### src/rtl/tslot_arb_pkg.sv
package tslot_arb_pkg;
  localparam int unsigned CORES = 8;
  localparam int unsigned IDX_W = $clog2(CORES);

  // next index around the ring
  function automatic logic [IDX_W-1:0] ring_next(input logic [IDX_W-1:0] i);
    return (i == IDX_W'(CORES - 1)) ? '0 : i + 1'b1;
  endfunction

  // first set bit of vec at or after start, searching upward with wrap
  function automatic logic [IDX_W:0] ring_first(input logic [CORES-1:0] vec,
                                                input logic [IDX_W-1:0] start);
    logic [IDX_W:0] res;
    logic [IDX_W-1:0] idx;
    res = '0;
    idx = start;
    for (int k = 0; k < CORES; k++) begin
      if (!res[IDX_W] && vec[idx]) res = {1'b1, idx};
      idx = ring_next(idx);
    end
    return res;  // MSB = found, low bits = index
  endfunction
endpackage

### src/rtl/tslot_ring.sv
module tslot_ring
  import tslot_arb_pkg::*;
(
  input  logic             clk,
  input  logic             rst_n,
  output logic [IDX_W-1:0] slot_q,
  output logic [CORES-1:0] owner_oh
);
  always_ff @(posedge clk) begin
    if (!rst_n) slot_q <= '0;
    else        slot_q <= ring_next(slot_q);
  end

  always_comb begin
    owner_oh = '0;
    owner_oh[slot_q] = 1'b1;
  end

  logic past_ok;
  always_ff @(posedge clk) past_ok <= rst_n;

  a_r2_slot_step: assert property (@(posedge clk) disable iff (!rst_n)
    past_ok |-> slot_q == ring_next($past(slot_q)));
endmodule

### src/rtl/tslot_spare_pick.sv
module tslot_spare_pick
  import tslot_arb_pkg::*;
(
  input  logic             clk,
  input  logic             rst_n,
  input  logic [CORES-1:0] cand,      // enabled, requesting non-owners
  input  logic             open_slot, // owner idle this cycle
  output logic [CORES-1:0] pick_oh,
  output logic             award
);
  logic [IDX_W-1:0] rr_ptr;
  logic [IDX_W:0]   hit;

  always_comb begin
    hit     = ring_first(cand, rr_ptr);
    award   = open_slot && hit[IDX_W];
    pick_oh = '0;
    if (award) pick_oh[hit[IDX_W-1:0]] = 1'b1;
  end

  always_ff @(posedge clk) begin
    if (!rst_n)     rr_ptr <= '0;
    else if (award) rr_ptr <= ring_next(hit[IDX_W-1:0]);
  end

  a_r5_award_when_cand: assert property (@(posedge clk) disable iff (!rst_n)
    (open_slot && cand != '0) |-> $onehot(pick_oh));
endmodule

### src/rtl/tslot_spare_tally.sv
module tslot_spare_tally
  import tslot_arb_pkg::*;
#(
  parameter int unsigned CNT_W = 16
) (
  input  logic                   clk,
  input  logic                   rst_n,
  input  logic [CORES-1:0]       bump,
  output logic [CORES*CNT_W-1:0] counts
);
  for (genvar g = 0; g < CORES; g++) begin : g_cnt
    logic [CNT_W-1:0] c_q;
    always_ff @(posedge clk) begin
      if (!rst_n)      c_q <= '0;
      else if (bump[g]) c_q <= c_q + 1'b1;
    end
    assign counts[g*CNT_W +: CNT_W] = c_q;
  end
endmodule

### src/rtl/tslot_arbiter.sv
module tslot_arbiter
  import tslot_arb_pkg::*;
#(
  parameter int unsigned CNT_W = 16
) (
  input  logic                   clk,
  input  logic                   rst_n,
  input  logic [CORES-1:0]       req,
  input  logic [CORES-1:0]       spare_en,
  output logic [CORES-1:0]       grant,
  output logic [IDX_W-1:0]       slot,
  output logic [CORES*CNT_W-1:0] spare_cnt
);
  logic [CORES-1:0] owner_oh;
  logic [CORES-1:0] cand;
  logic [CORES-1:0] pick_oh;
  logic             owner_busy;
  logic             award;

  tslot_ring i_ring (
    .clk(clk), .rst_n(rst_n), .slot_q(slot), .owner_oh(owner_oh)
  );

  assign owner_busy = |(req & owner_oh);
  assign cand       = req & spare_en & ~owner_oh;

  tslot_spare_pick i_pick (
    .clk(clk), .rst_n(rst_n), .cand(cand), .open_slot(!owner_busy),
    .pick_oh(pick_oh), .award(award)
  );

  assign grant = owner_busy ? owner_oh : pick_oh;

  tslot_spare_tally #(.CNT_W(CNT_W)) i_tally (
    .clk(clk), .rst_n(rst_n), .bump(pick_oh), .counts(spare_cnt)
  );

  a_r1_grant_onehot0: assert property (@(posedge clk) disable iff (!rst_n)
    $onehot0(grant));
  a_r3_owner_wins: assert property (@(posedge clk) disable iff (!rst_n)
    req[slot] |-> grant[slot] && $countones(grant) == 1);
  a_r4_reclaim_legal: assert property (@(posedge clk) disable iff (!rst_n)
    (grant != '0 && !grant[slot]) |-> (!req[slot] && (grant & ~(req & spare_en)) == '0));
  a_r7_plain_rotation: assert property (@(posedge clk) disable iff (!rst_n)
    (spare_en == '0) |-> (grant & ~owner_oh) == '0);
endmodule

### config.mk
export PLATFORM = sky130hd
export DESIGN_NAME = tslot_arbiter
export DESIGN_NICKNAME = d
export VERILOG_FILES = /design/src/rtl/tslot_arb_pkg.sv /design/src/rtl/tslot_ring.sv /design/src/rtl/tslot_spare_pick.sv /design/src/rtl/tslot_spare_tally.sv /design/src/rtl/tslot_arbiter.sv
export SDC_FILE = /design/constraint.sdc
export NUM_CORES = 1
export LEC_CHECK = 0
export BUFFER_PORTS_ARGS = -buffer_cell sky130_fd_sc_hd__buf_2
export CAP_MARGIN = 40
export CELL_PAD_IN_SITES_DETAIL_PLACEMENT = 1
export CELL_PAD_IN_SITES_GLOBAL_PLACEMENT = 2
export CORE_UTILIZATION = 33
export DETAILED_ROUTE_END_ITERATION = 10
export PLACE_DENSITY = 0.91
export SLEW_MARGIN = 20
export SYNTH_ARGS = -nofsm -noshare
export SYNTH_HDL_FRONTEND = slang
export SYNTH_SLANG_ARGS = --single-unit
### constraint.sdc
create_clock -name clk -period 7.3 [get_ports clk]
set_clock_uncertainty 0.05 [all_clocks]
set_input_delay 1.825 -clock clk [delete_from_list [all_inputs] [get_ports clk]]
set_output_delay 1.825 -clock clk [all_outputs]
set_load 0.05 [all_outputs]
==> reports/qor.txt, run 1 <==
status -> complete, no violations
power per cell area -> 325.4 nW/um^2
FFs w/ async S/R, synth -> 0%
number of flops mapped to enable cells by yosys -> 0
Num CTS Buffers -> 17
post-route cell area -> 9462 um^2
Setup crit end kind -> output port
Crit Reg-Reg Startpoint -> i_pick.rr_ptr[0]
Worst R2R Setup Slack -> 2180 ps
hpwl dp -> 17500 um
PortBufs -> 156
Hold Fails Final Rpt -> 0
most frequent cell after synthesis -> dfxtp_1
core box area -> 22920 um^2
max_slew headroom -> 48.12%
Slew @ Worst Pin -> 778.2 ps
residual DRC count -> 0
final setup TNS -> 0 ps
Hold WC Path Type -> flip-flop to flip-flop
CTS resizes -> 0
top-area cell type share of the netlist area -> 34.39%
Hold Crit Depth -> 2
post-CTS setup buffer count -> 0
Max VDD drop -> 0.2269 mV
max-capacitance violation count -> 0
IO Pins -> 157
GR Overflow Total -> 0
Final Max Slew Viols -> 0
drt wl/cell -> 17.51 um
Worst-path clk slew -> 60 ps
die footprint -> 24250 um^2
fin crit share -> 96.24%
Layout fillers -> 2766
CP max FO -> 11
n_diodes -> 0
f_max -> 142.3 MHz
Via density -> 5.739
CP Class -> input pin to output port
final setup fails -> 0
number of detailed-route iterations in the first pass -> 4
reg2reg path depth -> 12
reg2reg end -> i_tally.g_cnt[0].c_q[5]
Leakage Power -> 3.667 nW
Starting Density -> 34.04%
Post-DP Area -> 8830 um^2
Worst-Skew Late Latency -> 420 ps
HP Start -> i_tally.g_cnt[6].c_q[15]
Hold Buf Count CTS -> 0
clock tree sinks -> 134
Layout area overhead -> 21.30%
largest area contributor in the netlist -> dfxtp_1
share of layout cells above drive strength 1 -> 20.35%
Mapped Cells -> 943
GRT Total Usage -> 20.09%
vias in the first global route -> 7575
post-synthesis sequential area ratio -> 34.39%
startpoint types -> input pin
post-layout min period -> 7025 ps
H-tree depth -> 4
Antenna Nets Post-Route -> 0
Post-Syn Area -> 7800 um^2
Post-Route WL -> 24490 um
ys flop type -> dfxtp_1
Avg Synthesized Cell Area -> 8.271 um^2
Synth Register Bits -> 134
row count -> 55
Hold Path Sink -> i_tally.g_cnt[6].c_q[15]
post-synth net total -> 977
initial antenna violation count -> 0
largest net degree at the start of global routing -> 48
via count -> 8029
multi-input logic area -> 4795 um^2
Die Wd -> 155.7 um
Starting DRT DRC Count -> 332
CTS tree -> yes
synth unique cells -> 78
Worst EP required -> 5430 ps
nets@finish -> 1108
Die Y -> 155.7 um
Critical Path AT -> 5150 ps
Clock Root Buffer -> clkbuf_16
Ys Warns -> 0
RSZ-0062 raised after global routing -> false
largest cells by area after synthesis -> dfxtp_1 34%, a21oi_1 6.0%, nand3_1 4.3%
first-pass GRT wire length -> 39060 um
top post-synthesis cells by count -> 134 x dfxtp_1, 94 x a21oi_1, 77 x nand2_1
routability cong. -> 0.8662
Register Area -> 2683 um^2
Max Root-Sink Buffers -> 2
[cells by family (layout without fill, tap and decap cells)]
logic type / after synthesis / count (layout) / share of synthesized area (%)
adder cells (fa/ha/maj): 16 / 16 / 2.567
AO/OA/AOI/OAI: 282 / 282 / 23.53
XOR/XNOR: 17 / 17 / 2.085
AND/OR/NAND/NOR: 387 / 387 / 27.78
flip-flops: 134 / 134 / 34.39
buffers and inverters: 77 / 220 / 4.139
multiplexers: 30 / 30 / 5.502
[layout by cell type, fill, tap and decap left out, types with 16 or more instances in the layout]
cell type	count
inv_1	18
mux2i_1	19
dfxtp_1	134
or4_1	35
ha_1	16
clkbuf_16	17
nand2b_1	20
nand3_1	67
and3_1	29
or3_1	51
buf_2	156
nand2_1	77
o21ai_0	58
nand4_1	17
a21oi_1	94
o31ai_1	37
nor2_1	40
[how the worst max path moves through the flow]
stage               end  depth (start not counted)    from
2_1_floorplan  grant[6]                         12  req[6]
3_3_place_gp   grant[3]                         11  req[4]
3_5_place_dp   grant[3]                         11  req[4]
4_1_cts        grant[3]                         11  req[4]
5_1_grt        grant[3]                         11  req[4]
6_report       grant[3]                         11  req[4]
[where the power goes]
group,internal (mW),switching (mW),total [mW],leakage [nW]
logic,0.394,0.965,1.36,2.28
registers,0.751,0.0387,0.790,1.08
clock network,0.597,0.332,0.930,0.303
[layout make-up]
cell class | instances | area share [%]
repair buffers | 169 | 9.415
clock buffers | 23 | 5.052
multi-input cells | 732 | 50.67
clock inverters | 8 | 1.547
flip-flops and latches | 134 | 28.35
inverters | 20 | 0.8199
well taps | 313 | 4.139
[registers in the layout, indices dropped and copies added, names as in the netlist]
| name | flops |
|---|---|
| i_tally.g_cnt.c_q | 128 |
| i_pick.rr_ptr | 3 |
| i_ring.slot_q | 3 |
[worst max-delay path, cell delays in order]
cell and delay (ps):
buf_2 100, nor4bb_1 440, a22oi_1 240, mux4_2 610, nor2b_1 200, a2111oi_0 410
o22a_1 490, clkinv_2 220, o211ai_1 210, o21ai_0 160, buf_2 240
[metrics by stage]
step / power, mW / util (%) / hold slack, ps / worst slack, ps / instances
6_report: 3.079 / 41.29 / 420.3 / 274.7 / 1399
5_1_grt: 3.245 / 41.29 / 440.6 / 134.1 / 1399
4_1_cts: 3.091 / 41.26 / 428.0 / 327.8 / 1398
3_5_place_dp: 2.147 / 38.53 / 414.7 / 332.4 / 1367
3_3_place_gp: 2.123 / 38.44 / 407.8 / 403.2 / 1366
2_1_floorplan: 1.842 / - / 487.5 / 530.1 / 943
[routing by layer]
layer | global-route usage, % | up-vias | part of all wire, %
met5 | 0 | - | 0
met4 | 6.909 | 0 | 1.9
met3 | 4.222 | 26 | 4.5
met2 | 33.40 | 186 | 47
met1 | 25.70 | 3948 | 46
li1 | - | 3869 | -
Power figures use the tool's default switching activity.
==> run 2, diff against run 1 <==
CELL_PAD_IN_SITES_DETAIL_PLACEMENT = 0   (was 1)
CELL_PAD_IN_SITES_GLOBAL_PLACEMENT = 1   (was 2)
CORE_ASPECT_RATIO = 0.9   (was not set)
CORE_UTILIZATION = 44   (was 33)
PLACE_DENSITY = 0.95   (was 0.91)
clock period = 8.77 ns   (was 7.3 ns; I/O delays follow)
==> run 2 against run 1 <==
Compared with the run above:
- core utilization rose by 13 points
- clock power fell by 32%
- final cell count fell by 5.8%
- non-clock buffer count fell by 2
- critical path depth rose by 1
- wire length fell by 14%
- global-route usage rose by 2.9 points
- sequential cell count did not move
- total power fell by 22%
- sequential share of layout area rose by 0.71 points
- combinational power fell by 19%
==> reports/qor.txt, run 2 (synthesis gave the netlist of run 1 again) <==
RSZ-0062 raised after global routing -> false
CP max FO -> 30 (+19)
CTS resizes -> 0 (unchanged)
top flop regs -> i_tally.g_cnt.c_q (128), i_pick.rr_ptr (3), i_ring.slot_q (3)
# placed instances -> 1287 (-5.9%)
final setup TNS -> 0 ps (unchanged)
final worst setup slack -> 886.8 ps (+612.2 ps)
nets@finish -> 1106 (-0.18%)
n_diodes -> 0 (unchanged)
Worst Setup SP -> req[4]
status -> complete, no violations
Die Y -> 128.3 um (-18%)
post-route cell area -> 9231 um^2 (-2.4%)
core box area -> 17120 um^2 (-25%)
vias in the first global route -> 6756 (-11%)
Worst-path clk slew -> 50 ps (about the same)
routability cong. -> 0.9845 (+14%)
max-capacitance violation count -> 0 (unchanged)
HP Start -> i_tally.g_cnt[6].c_q[15]
Slew @ Worst Pin -> 809.7 ps (+31.53 ps)
Biggest register -> i_tally.g_cnt.c_q
Layout Cells excl Fill -> 1318 (-5.8%)
die footprint -> 18260 um^2 (-25%)
IO Pins -> 157 (unchanged)
residual DRC count -> 0 (unchanged)
Layout fillers -> 1655 (-40%)
Hold WC Path Type -> flip-flop to flip-flop
CP Capture Point -> grant[6]
leading cell type in the layout, fill and taps excluded -> buf_2
Starting DRT DRC Count -> 470 (+42%)
reg2reg end -> i_tally.g_cnt[0].c_q[7]
Starting Density -> 45.57% (+12 points)
startpoint types -> input pin
row count -> 45 (-18%)
share of layout cells above drive strength 1 -> 19.85% (-0.50 points)
GR Overflow Total -> 0 (unchanged)
final setup fails -> 0 (unchanged)
number of detailed-route iterations in the first pass -> 5 (+1)
pre-CTS WS -> 910.4 ps (+577.9 ps)
PortBufs -> 156 (unchanged)
hpwl dp -> 14950 um (-15%)
Max VDD drop -> 0.1673 mV (-26%)
Worst-Skew Late Latency -> 420 ps (about the same)
Die Wd -> 142.3 um (-8.6%)
Post-DP Area -> 8705 um^2 (-1.4%)
Post-Route WL -> 21170 um (-14%)
Layout area overhead -> 18.35%
reg2reg path depth -> 13 (+1)
Final Max Slew Viols -> 0 (unchanged)
most frequent cells in the layout -> 156 x buf_2, 134 x dfxtp_1, 94 x a21oi_1
drt wl/cell -> 16.06 um (-8.3%)
Hold Buf Count CTS -> 0 (unchanged)
initial antenna violation count -> 0 (unchanged)
fin crit share -> 89.89%
first-pass GRT wire length -> 33900 um (-13%)
clock tree sinks -> 134 (unchanged)
f_max -> 126.9 MHz
H-tree depth -> 4 (unchanged)
post-route core utilization -> 53.93% (+13 points)
post-CTS setup buffer count -> 0 (unchanged)
largest net degree at the start of global routing -> 61 (+27%)
max_slew headroom -> 45.97% (-2.2 points)
power per cell area -> 258.7 nW/um^2 (-21%)
Via density -> 5.949 (+3.7%)
Critical Path AT -> 5640 ps (+490 ps)
Antenna Nets Post-Route -> 0 (unchanged)
via count -> 7841 (-2.3%)
Max Root-Sink Buffers -> 2 (unchanged)
post-layout min period -> 7883 ps
CTS tree -> yes
Num CTS Buffers -> 17 (unchanged)
max reg flops -> 128 (unchanged)
CP Class -> input pin to output port
GRT Total Usage -> 23.02% (+2.9 points)
Leakage Power -> 3.602 nW (-1.8%)
Setup crit end kind -> output port
Clock Root Buffer -> clkbuf_16
Crit Reg-Reg Startpoint -> i_pick.rr_ptr[0]
Hold Fails Final Rpt -> 0 (unchanged)
Worst EP required -> 6530 ps (+1100 ps)
Worst R2R Setup Slack -> 3610 ps (+1430 ps)
==> run 2: changes by cell type in the layout (fill, tap and decap cells not counted), sizes merged <==
| cell | previous run | this run |
|---|---|---|
| bufinv | 4 | 0 |
| buf | 168 | 167 |
| clkbuf | 24 | 26 |
==> run 2: critical path, stage by stage <==
cell and delay [ps]:
buf_2 90, nor4bb_1 410, a22oi_1 240, mux4_2 590, nor2b_1 190, a2111oi_0 450
o22a_1 480, clkinv_2 200, nand4_1 140, buf_4 300, o21ai_0 120, buf_2 230
==> run 2: how the worst min path moves through the flow <==
stage	end	cells past startpoint
floorplan	i_pick.rr_ptr[2]	2
global placement	i_tally.g_cnt[6].c_q[15]	2
detailed placement	i_tally.g_cnt[6].c_q[15]	2
CTS	i_tally.g_cnt[6].c_q[15]	2
global route	i_tally.g_cnt[6].c_q[15]	2
finish	i_tally.g_cnt[6].c_q[15]	2
==> run 2: per-layer routing <==
layer	global-route usage [%]	wire (um)	up-vias
met3	5.304	1374	27
li1	-	-	3885
met5	0	0	-
met2	36.10	9479	253
met1	31.39	9901	3676
met4	7.021	412	0
==> run 2: area by class of cell <==
class	instances	area (um^2)	area share, %
Multi-Input combinational cell	732	4795	51.94
Tap cell	235	294.0	3.185
Clock inverter	4	22.52	0.2440
Sequential cell	134	2683	29.06
Clock buffer	26	489.2	5.300
Timing Repair Buffer	167	870.8	9.433
Inverter	20	77.57	0.8403
==> run 2: where the power goes <==
group / internal [mW] / switching, mW / total, mW
Sequential: 0.626 / 0.0323 / 0.658
Combinational: 0.330 / 0.772 / 1.10
Clock: 0.379 / 0.249 / 0.628
Total: 1.33 / 1.05 / 2.39
==> run 2: per-stage QoR <==
stage	hold slack, ps	total power, mW
2_1_floorplan	487.5	1.534
3_3_place_gp	405.0	1.743
3_5_place_dp	411.9	1.753
4_1_cts	419.8	2.385
5_1_grt	455.6	2.517
6_report	415.0	2.388
==> run 3, diff against run 2 <==
CTS_CLUSTER_DIAMETER = 120   (was not set)
PLACE_DENSITY = not set   (was 0.95)
PLACE_DENSITY_LB_ADDON = 0.2   (was not set)
==> run 3 against run 2 <==
Compared with the run above:
- sequential power barely moved
- fmax is 0.49% lower
- die area unchanged
- sequential cell count is the same
- non-clock buffer count is 2 higher
- largest cell class unchanged
==> reports/qor.txt, run 3 (synthesis gave the netlist of run 1 again) <==
status -> complete, no violations
Setup crit end kind -> output port
fin crit share -> 90.33% (+0.44 points)
Worst-Skew Late Latency -> 420 ps (about the same)
Final Max Slew Viols -> 0 (unchanged)
CTS resizes -> 0 (unchanged)
drt wl/cell -> 15.98 um (-0.51%)
Hold Path Sink -> i_tally.g_cnt[3].c_q[15]
Hold Buf Count CTS -> 0 (unchanged)
Critical Path AT -> 5680 ps (+40 ps)
f_max -> 126.2 MHz (-0.49%)
max_slew headroom -> 44.82% (-1.1 points)
nets@finish -> 1108 (+0.18%)
CP Class -> input pin to output port
Via density -> 5.876 (-1.2%)
GRT Total Usage -> 23.29% (+0.27 points)
IO Pins -> 157 (unchanged)
routability cong. -> 0.9076 (-7.8%)
post-layout min period -> 7922 ps (+38.63 ps)
Hold WC Path Type -> flip-flop to flip-flop
reg2reg path depth -> 12 (-1)
Starting Density -> 45.57% (unchanged)
post-route cell area -> 9349 um^2 (+1.3%)
final worst setup slack -> 848.2 ps (-38.63 ps)
Crit Reg-Reg Startpoint -> i_pick.rr_ptr[0]
Clock Root Buffer -> clkbuf_16
via count -> 7762 (-1.0%)
die footprint -> 18260 um^2 (unchanged)
Die Wd -> 142.3 um (unchanged)
max reg flops -> 128 (unchanged)
# placed instances -> 1290 (+0.23%)
Worst-path clk slew -> 50 ps (about the same)
Critical-path top delay cell -> mux4_2
Worst EP required -> 6530 ps (about the same)
Max Root-Sink Buffers -> 2 (unchanged)
vias in the first global route -> 6580 (-2.6%)
post-CTS setup buffer count -> 0 (unchanged)
startpoint types -> input pin
n_diodes -> 0 (unchanged)
Hold Fails Final Rpt -> 0 (unchanged)
initial antenna violation count -> 0 (unchanged)
share of layout cells above drive strength 1 -> 20.44% (+0.59 points)
hpwl dp -> 15000 um (+0.35%)
Antenna Nets Post-Route -> 0 (unchanged)
H-tree depth -> 4 (unchanged)
number of detailed-route iterations in the first pass -> 5 (unchanged)
pre-CTS WS -> 885.7 ps (-24.68 ps)
Worst R2R Setup Slack -> 3740 ps (+130 ps)
clock tree sinks -> 134 (unchanged)
largest net degree at the start of global routing -> 41 (-33%)
Layout Cells excl Fill -> 1321 (+0.23%)
top flop regs -> i_tally.g_cnt.c_q (128), i_pick.rr_ptr (3), i_ring.slot_q (3)
HP Start -> i_tally.g_cnt[3].c_q[15]
most frequent cells in the layout -> 156 x buf_2, 134 x dfxtp_1, 94 x a21oi_1
Post-Route WL -> 21110 um (-0.28%)
final setup TNS -> 0 ps (unchanged)
leading cell type in the layout, fill and taps excluded -> buf_2
power per cell area -> 267.0 nW/um^2 (+3.2%)
Leakage Power -> 3.663 nW (+1.7%)
Slew @ Worst Pin -> 826.8 ps (+17.13 ps)
Max VDD drop -> 0.2162 mV (+29%)
CP cell instances -> buf_2 -> nor4bb_1 -> a22oi_1 -> mux4_2 -> nor2b_1 -> a2111oi_0 -> o22a_1 -> clkinv_2 -> nand4_1 -> buf_4 -> o21ai_0 -> buf_2
Die Y -> 128.3 um (unchanged)
PortBufs -> 156 (unchanged)
GR Overflow Total -> 0 (unchanged)
CTS tree -> yes
residual DRC count -> 0 (unchanged)
max incr delay on CP -> 590 ps (about the same)
most used cell along the critical path -> buf_2
core box area -> 17120 um^2 (unchanged)
CP max FO -> 30 (unchanged)
Layout area overhead -> 19.86%
reg2reg end -> i_tally.g_cnt[0].c_q[13]
Biggest register -> i_tally.g_cnt.c_q
Hold Crit Depth -> 2 (unchanged)
final setup fails -> 0 (unchanged)
max-capacitance violation count -> 0 (unchanged)
RSZ-0062 raised after global routing -> false
first-pass GRT wire length -> 33930 um (+0.10%)
row count -> 45 (unchanged)
Num CTS Buffers -> 17 (unchanged)
Post-DP Area -> 8740 um^2 (+0.40%)
Starting DRT DRC Count -> 397 (-16%)
[run 3: final cells by class]
| class | count | area [um^2] |
|---|---|---|
| Fill cell | 1679 | 7767 |
| Multi-Input combinational cell | 732 | 4795 |
| Sequential cell | 134 | 2683 |
| Timing Repair Buffer | 169 | 890.9 |
| Clock buffer | 23 | 488.0 |
| Tap cell | 235 | 294.0 |
| Clock inverter | 8 | 121.4 |
| Inverter | 20 | 77.57 |
[run 3: worst max-delay path: cells and delay by family]
kind,cells,cell delay [ps]
buf+inv,4,850
simple gates,3,730
compound gates,4,1310
mux,1,590
[run 3: per-layer routing]
layer | vias to the layer above | part of all wire [%] | global-route usage (%)
met2 | 233 | 43 | 34.05
li1 | 3894 | - | -
met3 | 24 | 5.9 | 4.931
met5 | - | 0 | 0
met1 | 3611 | 49 | 33.50
met4 | 0 | 2.2 | 8.539
[run 3: worst max path at each step]
stage                 from        to  slack, ps
floorplan           req[6]  grant[6]       1270
global placement    req[4]  grant[6]        970
detailed placement  req[4]  grant[6]        890
CTS                 req[4]  grant[6]        880
global route        req[4]  grant[6]        570
finish              req[4]  grant[6]        850
[run 3: power breakdown]
| part | leakage (nW) | internal, mW | switching (mW) |
|---|---|---|---|
| Sequential | 1.08 | 0.625 | 0.0305 |
| Clock | 0.299 | 0.475 | 0.263 |
| Combinational | 2.28 | 0.326 | 0.776 |
[run 3: metrics by stage]
step / power [mW] / hold slack, ps / utilization (%)
floorplan: 1.534 / 487.5 / -
global placement: 1.755 / 404.5 / 50.94
detailed placement: 1.757 / 410.4 / 51.06
CTS: 2.501 / 419.8 / 54.62
global route: 2.636 / 440.2 / 54.62
finish: 2.496 / 417.7 / 54.62
